===== config.mk =====
export PLATFORM = sky130hd
export DESIGN_NAME = mbox_core
export DESIGN_NICKNAME = d
export VERILOG_FILES = /design/src/rtl/mbox_pkg.sv /design/src/rtl/mbox_owner_arb.sv /design/src/rtl/mbox_status.sv /design/src/rtl/mbox_rdmux.sv /design/src/rtl/mbox_core.sv
export SDC_FILE = /design/constraint.sdc
export NUM_CORES = 1
export LEC_CHECK = 0
export BUFFER_PORTS_ARGS = -buffer_cell sky130_fd_sc_hd__clkbuf_2
export CAP_MARGIN = 15
export CORE_UTILIZATION = 45
export DETAILED_ROUTE_END_ITERATION = 12
export GPL_TIMING_DRIVEN = 0
export PLACE_DENSITY = 0.76
export SKIP_CTS_REPAIR_TIMING = 1
export SYNTH_ARGS = -nofsm -noshare
export SYNTH_HDL_FRONTEND = slang
export SYNTH_HIERARCHICAL = 1
export SYNTH_SLANG_ARGS = --single-unit

===== constraint.sdc =====
create_clock -name clk -period 1.3 [get_ports clk]
set_clock_uncertainty 0.15 [all_clocks]
set_input_delay 0.13 -clock clk [delete_from_list [all_inputs] [get_ports clk]]
set_output_delay 0.13 -clock clk [all_outputs]
set_load 0.03 [all_outputs]

===== src/rtl/mbox_pkg.sv =====
package mbox_pkg;
    localparam int MSG_W  = 32;
    localparam int TYPE_W = 8;
    localparam int PLD_W  = MSG_W - TYPE_W;

    // command register bits kept, lowest kept bit position
    localparam int CMD_LSB = 27;
    localparam int CMD_W   = MSG_W - CMD_LSB;

    // indices inside the kept command field
    localparam int C_IE  = 4;
    localparam int C_HC  = 3;
    localparam int C_SMI = 2;
    localparam int C_PME = 1;
    localparam int C_FW  = 0;

    // status bit positions
    localparam int S_EVT  = 3;
    localparam int S_HANG = 1;

    typedef enum logic [1:0] {
        OWN_FREE = 2'd0,
        OWN_FW   = 2'd1,
        OWN_HOST = 2'd2
    } own_e;

    typedef struct packed {
        own_e             owner;
        logic [CMD_W-1:0] cmd;
        logic [MSG_W-1:0] din;
        logic [MSG_W-1:0] dout;
        logic             evt;
        logic             hang;
    } mbox_state_t;
endpackage


===== src/rtl/mbox_owner_arb.sv =====
module mbox_owner_arb
    import mbox_pkg::*;
(
    input  own_e       cur,
    input  logic       h_own_wr,
    input  logic [1:0] h_val,
    input  logic       f_own_wr,
    input  logic [1:0] f_val,
    output own_e       nxt
);
    logic f_claim, h_claim, any_release;

    always_comb begin
        f_claim     = f_own_wr && (f_val == 2'(OWN_FW));
        h_claim     = h_own_wr && (h_val == 2'(OWN_HOST));
        any_release = (f_own_wr && (f_val == 2'(OWN_FREE))) ||
                      (h_own_wr && (h_val == 2'(OWN_FREE)));
        nxt = cur;
        if (cur == OWN_FREE) begin
            if (f_claim)      nxt = OWN_FW;
            else if (h_claim) nxt = OWN_HOST;
        end else if (any_release) begin
            nxt = OWN_FREE;
        end
    end
endmodule


===== src/rtl/mbox_status.sv =====
module mbox_status
    import mbox_pkg::*;
(
    input  logic             evt_q,
    input  logic             hang_q,
    input  logic             f_cmd_wr,
    input  logic             f_stat_wr,
    input  logic [MSG_W-1:0] f_wdata,
    input  logic             h_stat_wr,
    input  logic [MSG_W-1:0] h_wdata,
    input  logic [CMD_W-1:0] cmd_q,
    output logic             evt_d,
    output logic             hang_d,
    output logic             irq_fw,
    output logic             irq_smi,
    output logic             irq_pme,
    output logic             irq_hc
);
    logic evt_set, hang_set, evt_clr, hang_clr;

    always_comb begin
        evt_set  = f_cmd_wr && f_wdata[CMD_LSB + C_IE] && f_wdata[CMD_LSB + C_SMI];
        hang_set = f_stat_wr && f_wdata[S_HANG];
        evt_clr  = h_stat_wr && h_wdata[S_EVT];
        hang_clr = h_stat_wr && h_wdata[S_HANG];
        evt_d    = evt_set  || (evt_q  && !evt_clr);
        hang_d   = hang_set || (hang_q && !hang_clr);

        irq_fw  = cmd_q[C_IE] && cmd_q[C_FW];
        irq_pme = cmd_q[C_IE] && cmd_q[C_PME];
        irq_hc  = cmd_q[C_IE] && cmd_q[C_HC];
        irq_smi = cmd_q[C_IE] && cmd_q[C_SMI] && (evt_q || hang_q);
    end
endmodule


===== src/rtl/mbox_rdmux.sv =====
module mbox_rdmux
    import mbox_pkg::*;
#(
    parameter int ADDR_W   = 12,
    parameter int CMD_OFS  = 'hE4,
    parameter int IN_OFS   = 'hE8,
    parameter int OUT_OFS  = 'hEC,
    parameter int OWN_OFS  = 'hF0,
    parameter int STAT_OFS = 'h428
) (
    input  logic [ADDR_W-1:0] addr,
    input  mbox_state_t       st,
    output logic [MSG_W-1:0]  rdata
);
    always_comb begin
        rdata = '0;
        if (addr == ADDR_W'(CMD_OFS))       rdata = {st.cmd, {CMD_LSB{1'b0}}};
        else if (addr == ADDR_W'(IN_OFS))   rdata = st.din;
        else if (addr == ADDR_W'(OUT_OFS))  rdata = st.dout;
        else if (addr == ADDR_W'(OWN_OFS))  rdata = {{(MSG_W-2){1'b0}}, st.owner};
        else if (addr == ADDR_W'(STAT_OFS)) begin
            rdata[S_EVT]  = st.evt;
            rdata[S_HANG] = st.hang;
        end
    end
endmodule


===== src/rtl/mbox_core.sv =====
module mbox_core
    import mbox_pkg::*;
#(
    parameter int ADDR_W   = 12,
    parameter int CMD_OFS  = 'hE4,
    parameter int IN_OFS   = 'hE8,
    parameter int OUT_OFS  = 'hEC,
    parameter int OWN_OFS  = 'hF0,
    parameter int STAT_OFS = 'h428
) (
    input  logic              clk,
    input  logic              rst_n,
    input  logic [ADDR_W-1:0] h_addr,
    input  logic              h_wr,
    input  logic [31:0]       h_wdata,
    output logic [31:0]       h_rdata,
    input  logic [ADDR_W-1:0] f_addr,
    input  logic              f_wr,
    input  logic [31:0]       f_wdata,
    output logic [31:0]       f_rdata,
    output logic              irq_fw,
    output logic              irq_smi,
    output logic              irq_pme,
    output logic              irq_hc
);
    localparam int NPORT = 2;

    mbox_state_t st_d, st_q;

    logic h_cmd_wr, h_in_wr, h_own_wr, h_stat_wr;
    logic f_cmd_wr, f_out_wr, f_own_wr, f_stat_wr;
    own_e own_d;
    logic evt_d, hang_d;

    // views of state for the bound checker
    logic [1:0]       own_q;
    logic [MSG_W-1:0] din_q, dout_q;
    logic             hang_q;

    always_comb begin
        h_cmd_wr  = h_wr && (h_addr == ADDR_W'(CMD_OFS));
        h_in_wr   = h_wr && (h_addr == ADDR_W'(IN_OFS));
        h_own_wr  = h_wr && (h_addr == ADDR_W'(OWN_OFS));
        h_stat_wr = h_wr && (h_addr == ADDR_W'(STAT_OFS));
        f_cmd_wr  = f_wr && (f_addr == ADDR_W'(CMD_OFS));
        f_out_wr  = f_wr && (f_addr == ADDR_W'(OUT_OFS));
        f_own_wr  = f_wr && (f_addr == ADDR_W'(OWN_OFS));
        f_stat_wr = f_wr && (f_addr == ADDR_W'(STAT_OFS));
    end

    mbox_owner_arb u_arb (
        .cur      (st_q.owner),
        .h_own_wr (h_own_wr),
        .h_val    (h_wdata[1:0]),
        .f_own_wr (f_own_wr),
        .f_val    (f_wdata[1:0]),
        .nxt      (own_d)
    );

    mbox_status u_stat (
        .evt_q     (st_q.evt),
        .hang_q    (st_q.hang),
        .f_cmd_wr  (f_cmd_wr),
        .f_stat_wr (f_stat_wr),
        .f_wdata   (f_wdata),
        .h_stat_wr (h_stat_wr),
        .h_wdata   (h_wdata),
        .cmd_q     (st_q.cmd),
        .evt_d     (evt_d),
        .hang_d    (hang_d),
        .irq_fw    (irq_fw),
        .irq_smi   (irq_smi),
        .irq_pme   (irq_pme),
        .irq_hc    (irq_hc)
    );

    always_comb begin
        st_d       = st_q;
        st_d.owner = own_d;
        st_d.evt   = evt_d;
        st_d.hang  = hang_d;
        if (f_cmd_wr)      st_d.cmd = f_wdata[MSG_W-1:CMD_LSB];
        else if (h_cmd_wr) st_d.cmd = h_wdata[MSG_W-1:CMD_LSB];
        if (h_in_wr)  st_d.din  = h_wdata;
        if (f_out_wr) st_d.dout = f_wdata;
    end

    always_ff @(posedge clk or negedge rst_n) begin
        if (!rst_n) st_q <= '0;
        else        st_q <= st_d;
    end

    logic [ADDR_W-1:0] rd_addr [NPORT];
    logic [MSG_W-1:0]  rd_data [NPORT];

    assign rd_addr[0] = h_addr;
    assign rd_addr[1] = f_addr;

    for (genvar p = 0; p < NPORT; p++) begin : g_rd
        mbox_rdmux #(
            .ADDR_W  (ADDR_W),
            .CMD_OFS (CMD_OFS),
            .IN_OFS  (IN_OFS),
            .OUT_OFS (OUT_OFS),
            .OWN_OFS (OWN_OFS),
            .STAT_OFS(STAT_OFS)
        ) u_rd (
            .addr  (rd_addr[p]),
            .st    (st_q),
            .rdata (rd_data[p])
        );
    end

    assign h_rdata = rd_data[0];
    assign f_rdata = rd_data[1];

    assign own_q  = st_q.owner;
    assign din_q  = st_q.din;
    assign dout_q = st_q.dout;
    assign hang_q = st_q.hang;
endmodule


# Yosys cells after proc, flatten, opt, wreduce, memory -nomap -nowiden
# Cells that the tools add are included.
# word_totals
regBits	73
out_inout_bits	68
wordCells	77
# classes
n_eq_ne	13
muxes	22
n_reduce_logical	36
# op_table
operator	n
$mux W32	6
$eq A12 B8 Y1 const B	8
$eq A12 B11 Y1 const B	2
$logic_and A1 B1 Y1	24
$mux W1	10
$mux W5	2
$mux W2	4
$logic_not A2 Y1	3
$logic_or A1 B1 Y1	4
$reduce_bool A2 Y1	2
$ne A3 B1 Y1 const B	1
$eq A2 B1 Y1 const B	1
$eq A2 B2 Y1 const B	1
$logic_not A1 Y1	2
$reduce_and A2 Y1	1

# Logic depth before layout (Yosys ltp)
# depth
ltp_word	6
ltp_mapped	7
mapped_depth_nobuf	7

# Hierarchy
# The synthesis kept the hierarchy.
# by_module_without_submodules
module	n_inst	cells_per_inst	area_per_inst_um2	seq_area_each_um2
mbox_core	1	186	3034.2	1826.8
mbox_rdmux	2	75	615.6	0.0
mbox_owner_arb	1	8	71.3	0.0
mbox_status	1	8	55.1	0.0

# Least setup slack after synthesis
# No wires, ideal clock.
# synth_path
kind	input -> register
start	in h_addr[1]
end	reg st_q, in the netlist own_q[0]
setup_time_ns	0.121
t_arrival_ns	1.402
setup_slack_ns	-0.373
stages	7
cell_sequence	nor3b_2 -> and2b_1 -> nand2_1 -> nor3_1 -> or3b_2 -> o211ai_1 -> nand2_1
# synth_between
elab_chain_len	6
word_cells_on_any_way	8
cone_classes	2 x eq/ne; 6 x reduce/logical
# synth_rtl
element	line	text
start: declaration	mbox_core.sv:13	input logic [ADDR_W-1:0] h_addr,
$eq A12 B8 Y1 (*)	mbox_core.sv:43	h_own_wr = h_wr && (h_addr == ADDR_W'(OWN_OFS));
$logic_and A1 B1 Y1 (*)	mbox_core.sv:43	
net h_own_wr	mbox_core.sv:30	logic h_cmd_wr, h_in_wr, h_own_wr, h_stat_wr;
$logic_and A1 B1 Y1	mbox_owner_arb.sv:17	(h_own_wr && (h_val == 2'(OWN_FREE)));
$logic_or A1 B1 Y1	mbox_owner_arb.sv:16	any_release = (f_own_wr && (f_val == 2'(OWN_FREE))) ||
$reduce_bool A2 Y1 (no line)	--	
$reduce_and A2 Y1 (no line) (*)	--	
end signal: assignment	mbox_core.sv:90	else st_q <= st_d;
end: declaration	mbox_core.sv:28	mbox_state_t st_d, st_q;
# Mark *: on every way through the listed nets, which the timed path passes. The rest lies on a longest branch.
# A chain may end at the register's enable or synchronous reset.

# Worst setup path after layout
# layout_path
start	reg st_q[1] in the netlist's numbering
end	out h_rdata[3]
# layout_between
elab_chain_len	5
# layout_rtl
element	line	text
$mux W1	mbox_rdmux.sv:21	else if (addr == ADDR_W'(STAT_OFS)) begin
$mux W1	mbox_rdmux.sv:20	else if (addr == ADDR_W'(OWN_OFS)) rdata = {{(MSG_W-2){1'b0}}, st.owner};
$mux W32	mbox_rdmux.sv:19	else if (addr == ADDR_W'(OUT_OFS)) rdata = st.dout;
$mux W32	mbox_rdmux.sv:18	else if (addr == ADDR_W'(IN_OFS)) rdata = st.din;
$mux W32	mbox_rdmux.sv:17	if (addr == ADDR_W'(CMD_OFS)) rdata = {st.cmd, {CMD_LSB{1'b0}}};
end: declaration	mbox_core.sv:16	output logic [31:0] h_rdata,
# No other way between the ends.

==> flow_metrics.env <==
export IMPL_post_route_min_period_ns=1.952
export IMPL_total_power_mw=4.796
export IMPL_worstSkewPairLatency_ns=0.35
export IMPL_arrival_ns=1.67
export IMPL_layout_nets=703
export IMPL_setup_viol=101
export IMPL_utilization_pct=81.58
export IMPL_multiInputGateArea_um2=2983
export IMPL_htree_levels=3
export IMPL_n_fill_cell=524
export IMPL_cts_buffers=9
export IMPL_hold_start="f_wdata[1]"
export IMPL_syn_num_nets=444
export IMPL_ys_types=51
export IMPL_slew_headroom_pct=67.74
export IMPL_place_gp_congestion=0.9034
export IMPL_n_antenna_cell=0
export IMPL_peakVddDrop_mv=0.5328
export IMPL_crit_end="h_rdata[3]"
export IMPL_rsz0062_at_grt="true"
export IMPL_r2r_start="own_q[0]$_DFF_PN0_"
export IMPL_io_pins=160
export IMPL_critPathKind="reg2out"
export IMPL_hold_viol=0
export IMPL_worst_setup_path_start_kind="flip-flop"
export IMPL_start_util_pct=47.08
export IMPL_seqCellArea_um2=1831
export IMPL_final_common_cell="clkbuf_2"
export IMPL_setup_worst_path_start="st_q[1]$_DFF_PN0_"
export IMPL_numPortBuffers=159
export IMPL_max_freq_mhz=512.3
export IMPL_antenna_found_initial=0
export IMPL_grt_total_usage_pct=26.97
export IMPL_yosysTopAreaCell="dfrtp_1"
export IMPL_grt_pass1_vias=3855
export IMPL_grt_max_degree=44
export IMPL_ant_nets=0
export IMPL_synth_compound_area_share_pct=16.87
export IMPL_viasPerCell=5.726
export IMPL_r2r_cells=2
export IMPL_p_leak_nw=4.043
export IMPL_synth_yosys_warnings=6
export IMPL_synth_area_leaders="dfrtp_1, mux2_2, mux2_4"
export IMPL_clockBufferDepth=2
export IMPL_synth_edff_count=0
export IMPL_synth_cells=352
export IMPL_outcome="complete, but fails checks"
export IMPL_final_cell_mix="clkbuf_2, buf_6, dfrtp_1, dlygate4sd3_1, a22o_4"
export IMPL_rows=35
export IMPL_clock_sinks=73
export IMPL_whs_ns=0.01565
export IMPL_initialDrtViolationCount=219
export IMPL_netlist_area_leader_share_pct=41.60
export IMPL_syn_cell_area_um2=4392
export IMPL_synthAdderAreaFrac_pct=0
export IMPL_r2r_slack_ns=0.02
export IMPL_synth_xor_area_share_pct=0.1994
export IMPL_cp_end_kind="output port"
export IMPL_timing_rr_end="own_q[0]$_DFF_PN0_"
export IMPL_die_w_um=100.8
export IMPL_root_buffer="clkbuf_8"
export IMPL_async_flop_share_pct=100.0
export IMPL_fin_crit_sh_pct=150.2
export IMPL_wl_per_cell_um=21.67
export IMPL_maxSlewViolCount=0
export IMPL_vias=4266
export IMPL_ys_seq_area_share_pct=41.60
export IMPL_dieHeight_um=100.8
export IMPL_crit_fanout=4
export IMPL_violations="negative setup slack"
export IMPL_dp_hpwl_mm=9.825
export IMPL_synth_avg_cell_area_um2=12.48
export IMPL_worst_slew_pin_slew_ns=0.4839
export IMPL_drc=0
export IMPL_synth_area_mux_share_pct=23.19
export IMPL_dr_pass1_iters=4
export IMPL_hold_class="in2reg"
export IMPL_grt_overflow=0
export IMPL_ys_ff_latch=73
export IMPL_drv_cap=0
export IMPL_synth_top_family_by_area="multiplexers"
export IMPL_synthFlopType="dfrtp_1"
export IMPL_totalWireLength_mm=16.14
export IMPL_die_area_um2=10160
export IMPL_cts_tree="done"
export IMPL_design_core_area_um2=9328
export IMPL_powerDensity_nw_per_um2=630.2
export IMPL_syn_to_final_growth_pct=73.28
export IMPL_path_clk_slew_ns=0.09
export IMPL_grt_pass1_wl_mm=20.65
export IMPL_yosys_area_share_simple_pct=14.36
export IMPL_worstPathRequired_ns=1.02
export IMPL_fin_ws_ns=-0.6521
export IMPL_drive_gt1_share_pct=64.12
==> kinds of logic after synthesis <==
logic type	count (synthesis)
xor gates and xnor gates	1
AOI/OAI and AO/OA	86
and+or+nand+nor	87
buffers and inverters	24
muxes	81
DFF	73
==> per-layer routing <==
metal	GRT usage [%]	routed length [um]	share of wire (%)	up-vias
li1	-	-	-	1894
met1	35.40	6102	38	2142
met2	44.36	8468	52	187
met3	5.340	1080	6.7	43
met4	9.699	493	3.1	0
met5	0	0	0	-
==> state kept, by name, summed over array words and instances (netlist names) <==
| signal | flops |
|---|---|
| st_q | 6 |
| hang_q | 1 |
| own_q | 2 |
| dout_q | 32 |
| din_q | 32 |
==> area by class of cell <==
type                       instances  share of cell area, %
clock buffer                       9                  1.628
buffer                            19                  3.288
multi-input combinational        255                  39.20
timing repair buffer             248                  28.43
inverter                           5                 0.2466
sequential                        73                  24.05
tap                              129                  2.121
clock inverter                     7                  1.036
==> power breakdown <==
part	internal [mW]	switching [mW]
registers	2.28	0.0137
logic	0.322	0.275
clock network	0.907	0.998
total	3.51	1.29
==> cells in the mapped netlist, drive strengths merged, types with 2 or more instances <==
library cell / count
a22oi: 2
nand2b: 3
nand3: 5
and2: 5
mux2i: 5
a22o: 49
inv: 5
or4: 2
buf: 18
and4: 4
and3b: 4
nor2b: 5
nor3: 5
nor2: 24
nor3b: 2
a21oi: 7
nand4: 5
nand3b: 2
mux2: 76
a32oi: 2
nand2: 9
nand4b: 2
a31oi: 6
nor4b: 4
a32o: 13
dfrtp: 73
o21ai: 4
==> per-stage QoR <==
step / TNS (ns) / cells / area [um^2] / setup WS [ns]
global route: -40.63 / 745 / 7610 / -0.6958
floorplan: -22.90 / 352 / 4842 / -0.3012
global placement: -124.97 / 640 / 5799 / -0.8276
CTS: -52.74 / 657 / 6032 / -0.8461
detailed placement: -77.49 / 641 / 5829 / -0.8476
finish: -36.10 / 745 / 7610 / -0.6521
==> worst max-delay path, stage by stage, from the launching register on <==
cell and delay (ns):
dfrtp_1 0.43, a31oi_1 0.10, or4_1 0.42, a22oi_2 0.20, buf_6 0.17
==> worst min-delay path by stage <==
stage | slack, ns | endpoint | depth (start not counted)
2_1_floorplan | -0.32 | din_q[0]$_DFFE_PN0P_ | 0
4_1_cts | -0.40 | dout_q[10]$_DFFE_PN0P_ | 1
5_1_grt | 0.04 | own_q[0]$_DFF_PN0_ | 4
3_5_place_dp | -0.008 | dout_q[9]$_DFFE_PN0P_ | 1
3_3_place_gp | 0.21 | dout_q[11]$_DFFE_PN0P_ | 2
6_report | 0.02 | own_q[0]$_DFF_PN0_ | 4
Note: power is estimated with default switching activity, not from simulation.
